$ cat src/rtl/ckpt_pkg.sv
package ckpt_pkg;
  localparam int LINE_W      = 3;
  localparam int DATA_W      = 8;
  localparam int LOG_DEPTH   = 8;   // power of two
  localparam int EPOCH_W     = 8;
  localparam int RING_EPOCHS = 4;   // power of two

  localparam int NUM_LINES = 1 << LINE_W;
  localparam int PTR_W     = $clog2(LOG_DEPTH);
  localparam int CNT_W     = $clog2(LOG_DEPTH + 1);
  localparam int SLOT_W    = $clog2(RING_EPOCHS);
  localparam int LIVE_W    = $clog2(RING_EPOCHS + 1);

  typedef struct packed {
    logic               push;
    logic [EPOCH_W-1:0] pushEpoch;
    logic               drop;
    logic [CNT_W-1:0]   dropCount;
  } logStrobe_t;

  typedef struct packed {
    logic [EPOCH_W-1:0] epoch;
    logic [LINE_W-1:0]  line;
    logic [DATA_W-1:0]  data;
  } logEntry_t;
endpackage

$ cat src/rtl/ckpt_ctrl.sv
module ckpt_ctrl
  import ckpt_pkg::*;
(
  input  logic               clk,
  input  logic               rstN,
  input  logic               storeValid,
  input  logic [LINE_W-1:0]  storeLine,
  input  logic               ckptPulse,
  output logic               storeReady,
  output logic [EPOCH_W-1:0] epochNum,
  output logic [CNT_W-1:0]   logCount,
  output logStrobe_t         strobe
);
  logic [NUM_LINES-1:0] flagBits;
  logic [LIVE_W-1:0]    liveEpochs;
  logic [CNT_W-1:0]     epochCnt [RING_EPOCHS];
  logic [SLOT_W-1:0]    curSlot;
  logic [SLOT_W-1:0]    nextSlot;
  logic                 lineDirty;
  logic                 logFull;
  logic                 pushNow;
  logic                 dropNow;
  logic [CNT_W-1:0]     dropAmt;

  always_comb begin
    curSlot    = epochNum[SLOT_W-1:0];
    nextSlot   = curSlot + SLOT_W'(1);
    lineDirty  = flagBits[storeLine];
    logFull    = (logCount == CNT_W'(LOG_DEPTH));
    storeReady = lineDirty || !logFull;
    pushNow    = storeValid && !lineDirty && !logFull;
    dropNow    = ckptPulse && (liveEpochs == LIVE_W'(RING_EPOCHS));
    dropAmt    = dropNow ? epochCnt[nextSlot] : '0;
    strobe.push      = pushNow;
    strobe.pushEpoch = epochNum;
    strobe.drop      = dropNow;
    strobe.dropCount = dropAmt;
  end

  // one entry counter per epoch slot in the ring
  for (genvar g = 0; g < RING_EPOCHS; g++) begin : gSlot
    always_ff @(posedge clk) begin
      if (!rstN)
        epochCnt[g] <= '0;
      else if (ckptPulse && nextSlot == SLOT_W'(g))
        epochCnt[g] <= '0;
      else if (pushNow && curSlot == SLOT_W'(g))
        epochCnt[g] <= epochCnt[g] + CNT_W'(1);
    end
  end

  always_ff @(posedge clk) begin
    if (!rstN) begin
      epochNum   <= '0;
      liveEpochs <= LIVE_W'(1);
      logCount   <= '0;
      flagBits   <= '0;
    end else begin
      logCount <= logCount + CNT_W'(pushNow) - dropAmt;
      if (ckptPulse) begin
        epochNum <= epochNum + EPOCH_W'(1);
        flagBits <= '0;
        if (liveEpochs != LIVE_W'(RING_EPOCHS))
          liveEpochs <= liveEpochs + LIVE_W'(1);
      end else if (pushNow) begin
        flagBits[storeLine] <= 1'b1;
      end
    end
  end

  // occupancy bound
  a_r6_no_overflow: assert property (@(posedge clk) disable iff (!rstN)
    logCount <= CNT_W'(LOG_DEPTH));

  // a stall only ever happens on a full log
  a_r7_stall_only_full: assert property (@(posedge clk) disable iff (!rstN)
    (storeValid && !storeReady) |-> (logCount == CNT_W'(LOG_DEPTH)));

  // an accepted store leaves its line flagged in the same epoch
  a_r2_flag_set: assert property (@(posedge clk) disable iff (!rstN)
    (storeValid && storeReady && !ckptPulse) |=> flagBits[$past(storeLine)]);

  // checkpoint advances epoch and clears all flags
  a_r4_epoch_step: assert property (@(posedge clk) disable iff (!rstN)
    ckptPulse |=> (epochNum == $past(epochNum) + EPOCH_W'(1)) && (flagBits == '0));

  // between one and four live epochs
  a_r5_live_bound: assert property (@(posedge clk) disable iff (!rstN)
    (liveEpochs != '0) && (liveEpochs <= LIVE_W'(RING_EPOCHS)));
endmodule

$ cat src/rtl/ckpt_logstore.sv
module ckpt_logstore
  import ckpt_pkg::*;
(
  input  logic               clk,
  input  logic               rstN,
  input  logStrobe_t         strobe,
  input  logic [LINE_W-1:0]  storeLine,
  input  logic [DATA_W-1:0]  storeOld,
  input  logic [CNT_W-1:0]   logCount,
  input  logic [PTR_W-1:0]   rdOffset,
  output logic               rdValid,
  output logic [EPOCH_W-1:0] rdEpoch,
  output logic [LINE_W-1:0]  rdLine,
  output logic [DATA_W-1:0]  rdData
);
  logEntry_t        ringMem [LOG_DEPTH];
  logic [PTR_W-1:0] headPtr;
  logic [PTR_W-1:0] tailPtr;
  logic [PTR_W-1:0] rdIdx;
  logEntry_t        rdEntry;

  always_ff @(posedge clk) begin
    if (!rstN) begin
      headPtr <= '0;
      tailPtr <= '0;
    end else begin
      if (strobe.push)
        headPtr <= headPtr + PTR_W'(1);
      if (strobe.drop)
        tailPtr <= tailPtr + PTR_W'(strobe.dropCount);
    end
  end

  always_ff @(posedge clk) begin
    if (strobe.push)
      ringMem[headPtr] <= '{epoch: strobe.pushEpoch, line: storeLine, data: storeOld};
  end

  always_comb begin
    rdIdx   = tailPtr + rdOffset;
    rdEntry = ringMem[rdIdx];
    rdValid = CNT_W'(rdOffset) < logCount;
    rdEpoch = rdEntry.epoch;
    rdLine  = rdEntry.line;
    rdData  = rdEntry.data;
  end

  // pointer gap agrees with the control's occupancy
  a_r9_ptr_gap: assert property (@(posedge clk) disable iff (!rstN)
    (headPtr - tailPtr) == PTR_W'(logCount));

  // tail moves only on an epoch retirement
  a_r5_tail_on_drop: assert property (@(posedge clk) disable iff (!rstN)
    !$past(strobe.drop) |-> $stable(tailPtr));
endmodule

$ cat src/rtl/ckpt_undo_log.sv
module ckpt_undo_log
  import ckpt_pkg::*;
(
  input  logic               clk,
  input  logic               rstN,
  input  logic               storeValid,
  input  logic [LINE_W-1:0]  storeLine,
  input  logic [DATA_W-1:0]  storeOld,
  output logic               storeReady,
  input  logic               ckptPulse,
  output logic [EPOCH_W-1:0] epochNum,
  output logic [CNT_W-1:0]   logCount,
  input  logic [PTR_W-1:0]   rdOffset,
  output logic               rdValid,
  output logic [EPOCH_W-1:0] rdEpoch,
  output logic [LINE_W-1:0]  rdLine,
  output logic [DATA_W-1:0]  rdData
);
  logStrobe_t strobe;

  ckpt_ctrl uCtrl (
    .clk        (clk),
    .rstN       (rstN),
    .storeValid (storeValid),
    .storeLine  (storeLine),
    .ckptPulse  (ckptPulse),
    .storeReady (storeReady),
    .epochNum   (epochNum),
    .logCount   (logCount),
    .strobe     (strobe)
  );

  ckpt_logstore uStore (
    .clk       (clk),
    .rstN      (rstN),
    .strobe    (strobe),
    .storeLine (storeLine),
    .storeOld  (storeOld),
    .logCount  (logCount),
    .rdOffset  (rdOffset),
    .rdValid   (rdValid),
    .rdEpoch   (rdEpoch),
    .rdLine    (rdLine),
    .rdData    (rdData)
  );
endmodule

$ cat config.mk
export PLATFORM = sky130hd
export DESIGN_NAME = ckpt_undo_log
export DESIGN_NICKNAME = d
export VERILOG_FILES = /design/src/rtl/ckpt_pkg.sv /design/src/rtl/ckpt_ctrl.sv /design/src/rtl/ckpt_logstore.sv /design/src/rtl/ckpt_undo_log.sv
export SDC_FILE = /design/constraint.sdc
export NUM_CORES = 1
export LEC_CHECK = 0
export BUFFER_PORTS_ARGS = -buffer_cell sky130_fd_sc_hd__buf_4
export CORE_MARGIN = 3
export CORE_UTILIZATION = 42
export DETAILED_ROUTE_END_ITERATION = 8
export SETUP_SLACK_MARGIN = 0.02
export SYNTH_ARGS = -nofsm -noshare
export SYNTH_HDL_FRONTEND = slang
export SYNTH_SLANG_ARGS = --single-unit
$ cat constraint.sdc
create_clock -name clk -period 8.8 [get_ports clk]
set_input_delay 1.76 -clock clk [delete_from_list [all_inputs] [get_ports clk]]
set_output_delay 1.76 -clock clk [all_outputs]
set_load 0.05 [all_outputs]
==> results of run 1 <==
## routing by layer
metal	track usage, %	vias to the layer above	part of all wire, %
met5	0	-	0
met4	4.52	0	1.3
met3	3.21	19	3.3
met2	27.4	71	53
met1	19.5	2166	43
li1	-	1978	-
## final cells by class
class	instances	area, µm²
clock buffers	18	429
clock inverters	14	165
fillers	1577	9450
inverters	16	60.1
multi-input cells	249	2590
flip-flops and latches	197	5630
well taps	260	325
repair buffers	59	443
## flip-flops by register name, indices dropped and copies added, names as in the netlist
name	flops
uCtrl.logCount	4
uStore.tailPtr	3
uCtrl.flagBits	8
uCtrl.liveEpochs	3
uCtrl.epochCnt	16
uStore.headPtr	3
uStore.ringMem	152
uCtrl.epochNum	8
## worst min path at each step
stage / from / endpoint / slack, ns / depth (start not counted)
finish: uCtrl.flagBits[2] / uCtrl.flagBits[2] / 0.48 / 2
global route: uCtrl.flagBits[5] / uCtrl.flagBits[5] / 0.53 / 2
CTS: uCtrl.flagBits[2] / uCtrl.flagBits[2] / 0.48 / 2
detailed placement: uCtrl.flagBits[2] / uCtrl.flagBits[2] / 0.46 / 2
global placement: uCtrl.flagBits[7] / uCtrl.flagBits[7] / 0.44 / 2
floorplan: uCtrl.flagBits[0] / uCtrl.flagBits[0] / 0.43 / 2
## worst max-delay path, cell delays in order
cell	delay (ns)
buf_4	0.11
ha_1	0.20
fa_2	1.23
buf_4	0.40
mux4_2	0.53
mux2_2	0.28
buf_4	0.19
## power by group through the flow
stage | Clock, µW | Combinational [µW] | Sequential, µW
after floorplan | 0 | 238 | 1130
after global placement | 0 | 346 | 1130
after detailed placement | 0 | 354 | 1130
after CTS | 791 | 355 | 1110
after global routing | 831 | 378 | 1120
final | 778 | 348 | 1110
## cells by family after synthesis
group                      share of synthesized area, %
AOI/OAI and AO/OA                                  1.76
buffers and inverters                              2.15
and+or+nand+nor                                    7.79
muxes                                              14.6
adders and majority gates                          3.72
xor gates and xnor gates                           2.52
DFF                                                67.4
## layout by cell type, fill, tap and decap left out, drive strengths merged, types with 3 or more instances in the layout
cell,instances
a21boi,3
a31oi,10
and2,12
buf,59
clkbuf,18
clkinv,3
dfxtp,29
edfxtp,168
fa,3
ha,20
inv,23
mux2,19
mux2i,6
mux4,42
nand2,29
nand2b,6
nand3,9
nand4,7
nor2,27
nor2b,4
nor3b,4
nor4b,3
o21ai,3
xnor2,16
xor2,8
## stage by stage
| stage | worst slack, ns | area [µm²] | total power, µW | hold WS (ns) |
|---|---|---|---|---|
| after floorplan | 3.09 | 8340 | 1370 | 0.429 |
| final | 2.31 | 9640 | 2240 | 0.480 |
| after CTS | 2.23 | 9640 | 2260 | 0.477 |
| after global routing | 2.09 | 9640 | 2330 | 0.526 |
| after detailed placement | 2.22 | 9040 | 1490 | 0.461 |
| after global placement | 2.24 | 9040 | 1480 | 0.442 |
==> flow_metrics.env, run 1 <==
export IMPL_clock_path_buffers=2
export IMPL_crit_start="rdOffset[0]"
export IMPL_cts_post_setup_buffers_inserted=0
export IMPL_ys_flop_type="edfxtp_1"
export IMPL_ys_seq_area_share_pct=67.4
export IMPL_setup_viol=0
export IMPL_finalHoldViolCount=0
export IMPL_tns_ns=0
export IMPL_syn_mean_instance_area_um2=17.2
export IMPL_synth_cell_type_count=46
export IMPL_dieArea_um2=21600
export IMPL_ys_seq_elements=197
export IMPL_slew_headroom_pct=29.8
export IMPL_vias=4234
export IMPL_core_area_um2=19100
export IMPL_swShare_pct=26.7
export IMPL_slew_violations=0
export IMPL_netlist_area_um2=8340
export IMPL_skew_ns=0.00812
export IMPL_ios=51
export IMPL_hold_path_class="register to register"
export IMPL_yosysMostFrequentCell="edfxtp_1"
export IMPL_min_period_ns=6.49
export IMPL_worstSetupPathType="input port to output pin"
export IMPL_async_flop_share_pct=0
export IMPL_cts_root_buf="clkbuf_16"
export IMPL_rows=50
export IMPL_ff2ff_setup_slack_ns=5.32
export IMPL_routed_wl_um=16000
export IMPL_fin_util_pct=50.5
export IMPL_cts_made_buffers=17
export IMPL_drt_first_pass_iters=4
export IMPL_maxCapViolCount=0
export IMPL_instances_no_fill=813
export IMPL_power_leakage_uw=0.00335
export IMPL_yosys_area_top_type="edfxtp_1"
export IMPL_numClockSinks=197
export IMPL_area_growth_pct=15.5
export IMPL_dp_cells=781
export IMPL_overflow=0
export IMPL_r2r_cells=10
export IMPL_synthesis_nets=526
export IMPL_status="complete, no violations"
export IMPL_grt_pass1_wl_um=25600
export IMPL_startpoint_type="input port"
export IMPL_postCtsHoldBufs=0
export IMPL_die_h_um=147
export IMPL_crit_arrival_ns=4.73
export IMPL_gp_congestion=0.720
export IMPL_antenna_found_initial=0
export IMPL_viasPerCell=5.21
export IMPL_final_net_count=581
export IMPL_numPortBuffers=50
export IMPL_antenna_cells=0
export IMPL_ir_worst_vdd_mv=0.153
export IMPL_drtAntennaViolNets=0
export IMPL_worstPathRequired_ns=7.04
export IMPL_internal_power_uw=1640
export IMPL_grt_setup_unrepaired="no"
export IMPL_pwr_share_clk_pct=34.8
export IMPL_r2r_end="uCtrl.logCount[2]"
export IMPL_timing_fmax_ghz=0.154
export IMPL_p_comb_share_pct=15.6
export IMPL_start_util_pct=43.7
export IMPL_layout_worst_path_cycle_share_pct=73.7
export IMPL_synth_edf_count=168
export IMPL_rr_startpoint="uCtrl.epochNum[0]"
export IMPL_worstPathMaxFanout=28
export IMPL_p_switching_uw=598
export IMPL_syn_inst=485
export IMPL_worstSkewPairLatency_ns=0.42
export IMPL_dpl_hpwl_um=9880
export IMPL_power_density_nw_per_um2=232
export IMPL_htreeDepth=4
export IMPL_end_kind="output pin"
export IMPL_grt_pass1_vias=4485
export IMPL_routedWlPerCell_um=19.7
export IMPL_first_iter_violations=288
export IMPL_clk_pin_slew_worst_paths_ns=0.07
export IMPL_dieWidth_um=147
export IMPL_drc_errors=0
export IMPL_crit_end="rdData[0]"
export IMPL_grt_max_degree=39
export IMPL_cts_tree="yes"
export IMPL_sequentialPowerShare_pct=49.7
export IMPL_worst_pin_slew_ns=1.05
export IMPL_track_usage_pct=15.5
export IMPL_drive_above_1_share_pct=30.0
export IMPL_yosys_warnings=0
export IMPL_synth_common_cells="168 x edfxtp_1, 42 x mux4_2, 29 x dfxtp_1, 29 x nand2_1, 27 x nor2_1"
export IMPL_synth_area_leaders="edfxtp_1 60%, mux4_2 11%, dfxtp_1 7.0%"
export IMPL_cts_resized=0
export IMPL_synth_top_area_share_pct=60.5
Note: power is estimated with default switching activity, not from simulation.
==> run 2: changes to the inputs <==
==> constraint.sdc (replaced) <==
create_clock -name clk -period 5.29 [get_ports clk]
set_input_delay 1.058 -clock clk [delete_from_list [all_inputs] [get_ports clk]]
set_output_delay 1.058 -clock clk [all_outputs]
set_load 0.05 [all_outputs]
==> run 2 against run 1 <==
Against the previous run: via count shrank 0.80%; combinational power grew 68%; non-clock buffer count is 3 higher; die area unchanged; cell area rose by 0.27%; first-iteration DRC count is 31% lower; clock-buffer cell count did not move; register-to-register slack lost 3.4 ns; total power up 65%; sequential cell count unchanged.
==> flow_metrics.env, run 2 (same netlist as run 1, synthesis figures left out) <==
export IMPL_status="complete, no violations"
export IMPL_routed_wl_um=15400
export IMPL_cts_post_setup_buffers_inserted=0
export IMPL_hold_path_class="register to register"
export IMPL_viasPerCell=5.15
export IMPL_cts_made_buffers=17
export IMPL_worstPathMaxFanout=18
export IMPL_drive_above_1_share_pct=30.6
export IMPL_end_kind="output pin"
export IMPL_grt_pass1_vias=4424
export IMPL_drc_errors=0
export IMPL_grt_pass1_wl_um=24800
export IMPL_cts_resized=0
export IMPL_grt_max_degree=39
export IMPL_tns_ns=0
export IMPL_setup_viol=0
export IMPL_hold_ws_ns=0.463
export IMPL_crit_arrival_ns=3.97
export IMPL_layout_worst_path_cycle_share_pct=95.1
export IMPL_layout_commonest_cell="edfxtp_1"
export IMPL_timing_fmax_ghz=0.199
export IMPL_top_register="uStore.ringMem"
export IMPL_min_period_ns=5.03
export IMPL_numClockSinks=197
export IMPL_worstSetupPathType="input port to output pin"
export IMPL_area_growth_pct=15.8
export IMPL_numPortBuffers=50
export IMPL_track_usage_pct=15.0
export IMPL_slew_headroom_pct=21.5
export IMPL_worst_pin_slew_ns=1.17
export IMPL_top_regs="uStore.ringMem (152), uCtrl.epochCnt (16)"
export IMPL_finalHoldViolCount=0
export IMPL_dieArea_um2=21600
export IMPL_ir_worst_vdd_mv=0.230
export IMPL_worstPathRequired_ns=4.23
export IMPL_first_iter_violations=198
export IMPL_ff2ff_setup_slack_ns=1.96
export IMPL_clk_pin_slew_worst_paths_ns=0.06
export IMPL_dieWidth_um=147
export IMPL_drt_first_pass_iters=4
export IMPL_slew_violations=0
export IMPL_die_h_um=147
export IMPL_startpoint_type="input port"
export IMPL_final_net_count=584
export IMPL_drtAntennaViolNets=0
export IMPL_gp_congestion=0.742
export IMPL_cts_tree="yes"
export IMPL_core_area_um2=19100
export IMPL_htreeDepth=4
export IMPL_antenna_found_initial=0
export IMPL_start_util_pct=43.7
export IMPL_dpl_hpwl_um=9880
export IMPL_maxCapViolCount=0
export IMPL_layout_common_cells="168 x edfxtp_1, 61 x buf_4, 42 x mux4_2"
export IMPL_postCtsHoldBufs=0
export IMPL_grt_setup_unrepaired="no"
export IMPL_power_leakage_uw=0.00337
export IMPL_routedWlPerCell_um=18.9
export IMPL_largest_reg_flops=152
export IMPL_skew_ns=0.00899
export IMPL_vias=4200
export IMPL_dp_cells=784
export IMPL_overflow=0
export IMPL_rows=50
export IMPL_power_density_nw_per_um2=382
export IMPL_worstSkewPairLatency_ns=0.42
export IMPL_cts_root_buf="clkbuf_16"
export IMPL_clock_path_buffers=2
export IMPL_ios=51
export IMPL_antenna_cells=0
export IMPL_instances_no_fill=816
## run 2: report_power, final
part	switching [µW]	internal (µW)	total (µW)	leakage (µW)
Clock	582	674	1260	0.000280
Sequential	62.7	1780	1850	0.00180
Combinational	350	234	584	0.00128
Total	996	2690	3690	0.00337
## run 2: layout make-up
| type | count | area, µm² |
|---|---|---|
| Clock inverter | 14 | 156 |
| Sequential cell | 197 | 5630 |
| Tap cell | 260 | 325 |
| Timing Repair Buffer | 62 | 478 |
| Inverter | 16 | 60.1 |
| Fill cell | 1563 | 9420 |
| Clock buffer | 18 | 429 |
| Multi-Input combinational cell | 249 | 2590 |
## run 2: worst max-delay path, cell delays in order
cell and delay, ns:
buf_4 0.11, ha_1 0.20, fa_2 0.34, xor2_1 0.19
xnor2_2 0.89, buf_4 0.36, mux4_2 0.33, mux2_2 0.29
buf_4 0.19
## run 2: final timing paths
kind / startpoint / to / cells after the start
max: rdOffset[0] / rdEpoch[1] / 9
min: uCtrl.flagBits[0] / uCtrl.flagBits[0] / 2
max reg2reg: uCtrl.epochNum[1] / uCtrl.logCount[2] / 10
min reg2reg: uCtrl.flagBits[0] / uCtrl.flagBits[0] / 2
## run 2: per-stage QoR
stage	area [µm²]	setup slack (ns)	total power [µW]	util, %
finish	9660	0.259	3690	50.6
global route	9660	0.0697	3840	50.6
CTS	9660	0.184	3730	50.6
detailed placement	9080	0.190	2470	47.6
global placement	9080	0.249	2460	47.6
floorplan	8340	0.988	2280	-
## run 2: metal layers
metal	GRT usage, %	share of wire, %	vias to the layer above
li1	-	-	1989
met1	18.8	43	2151
met2	26.6	53	52
met3	3.98	2.7	8
met4	2.94	0.67	0
met5	0	0	-
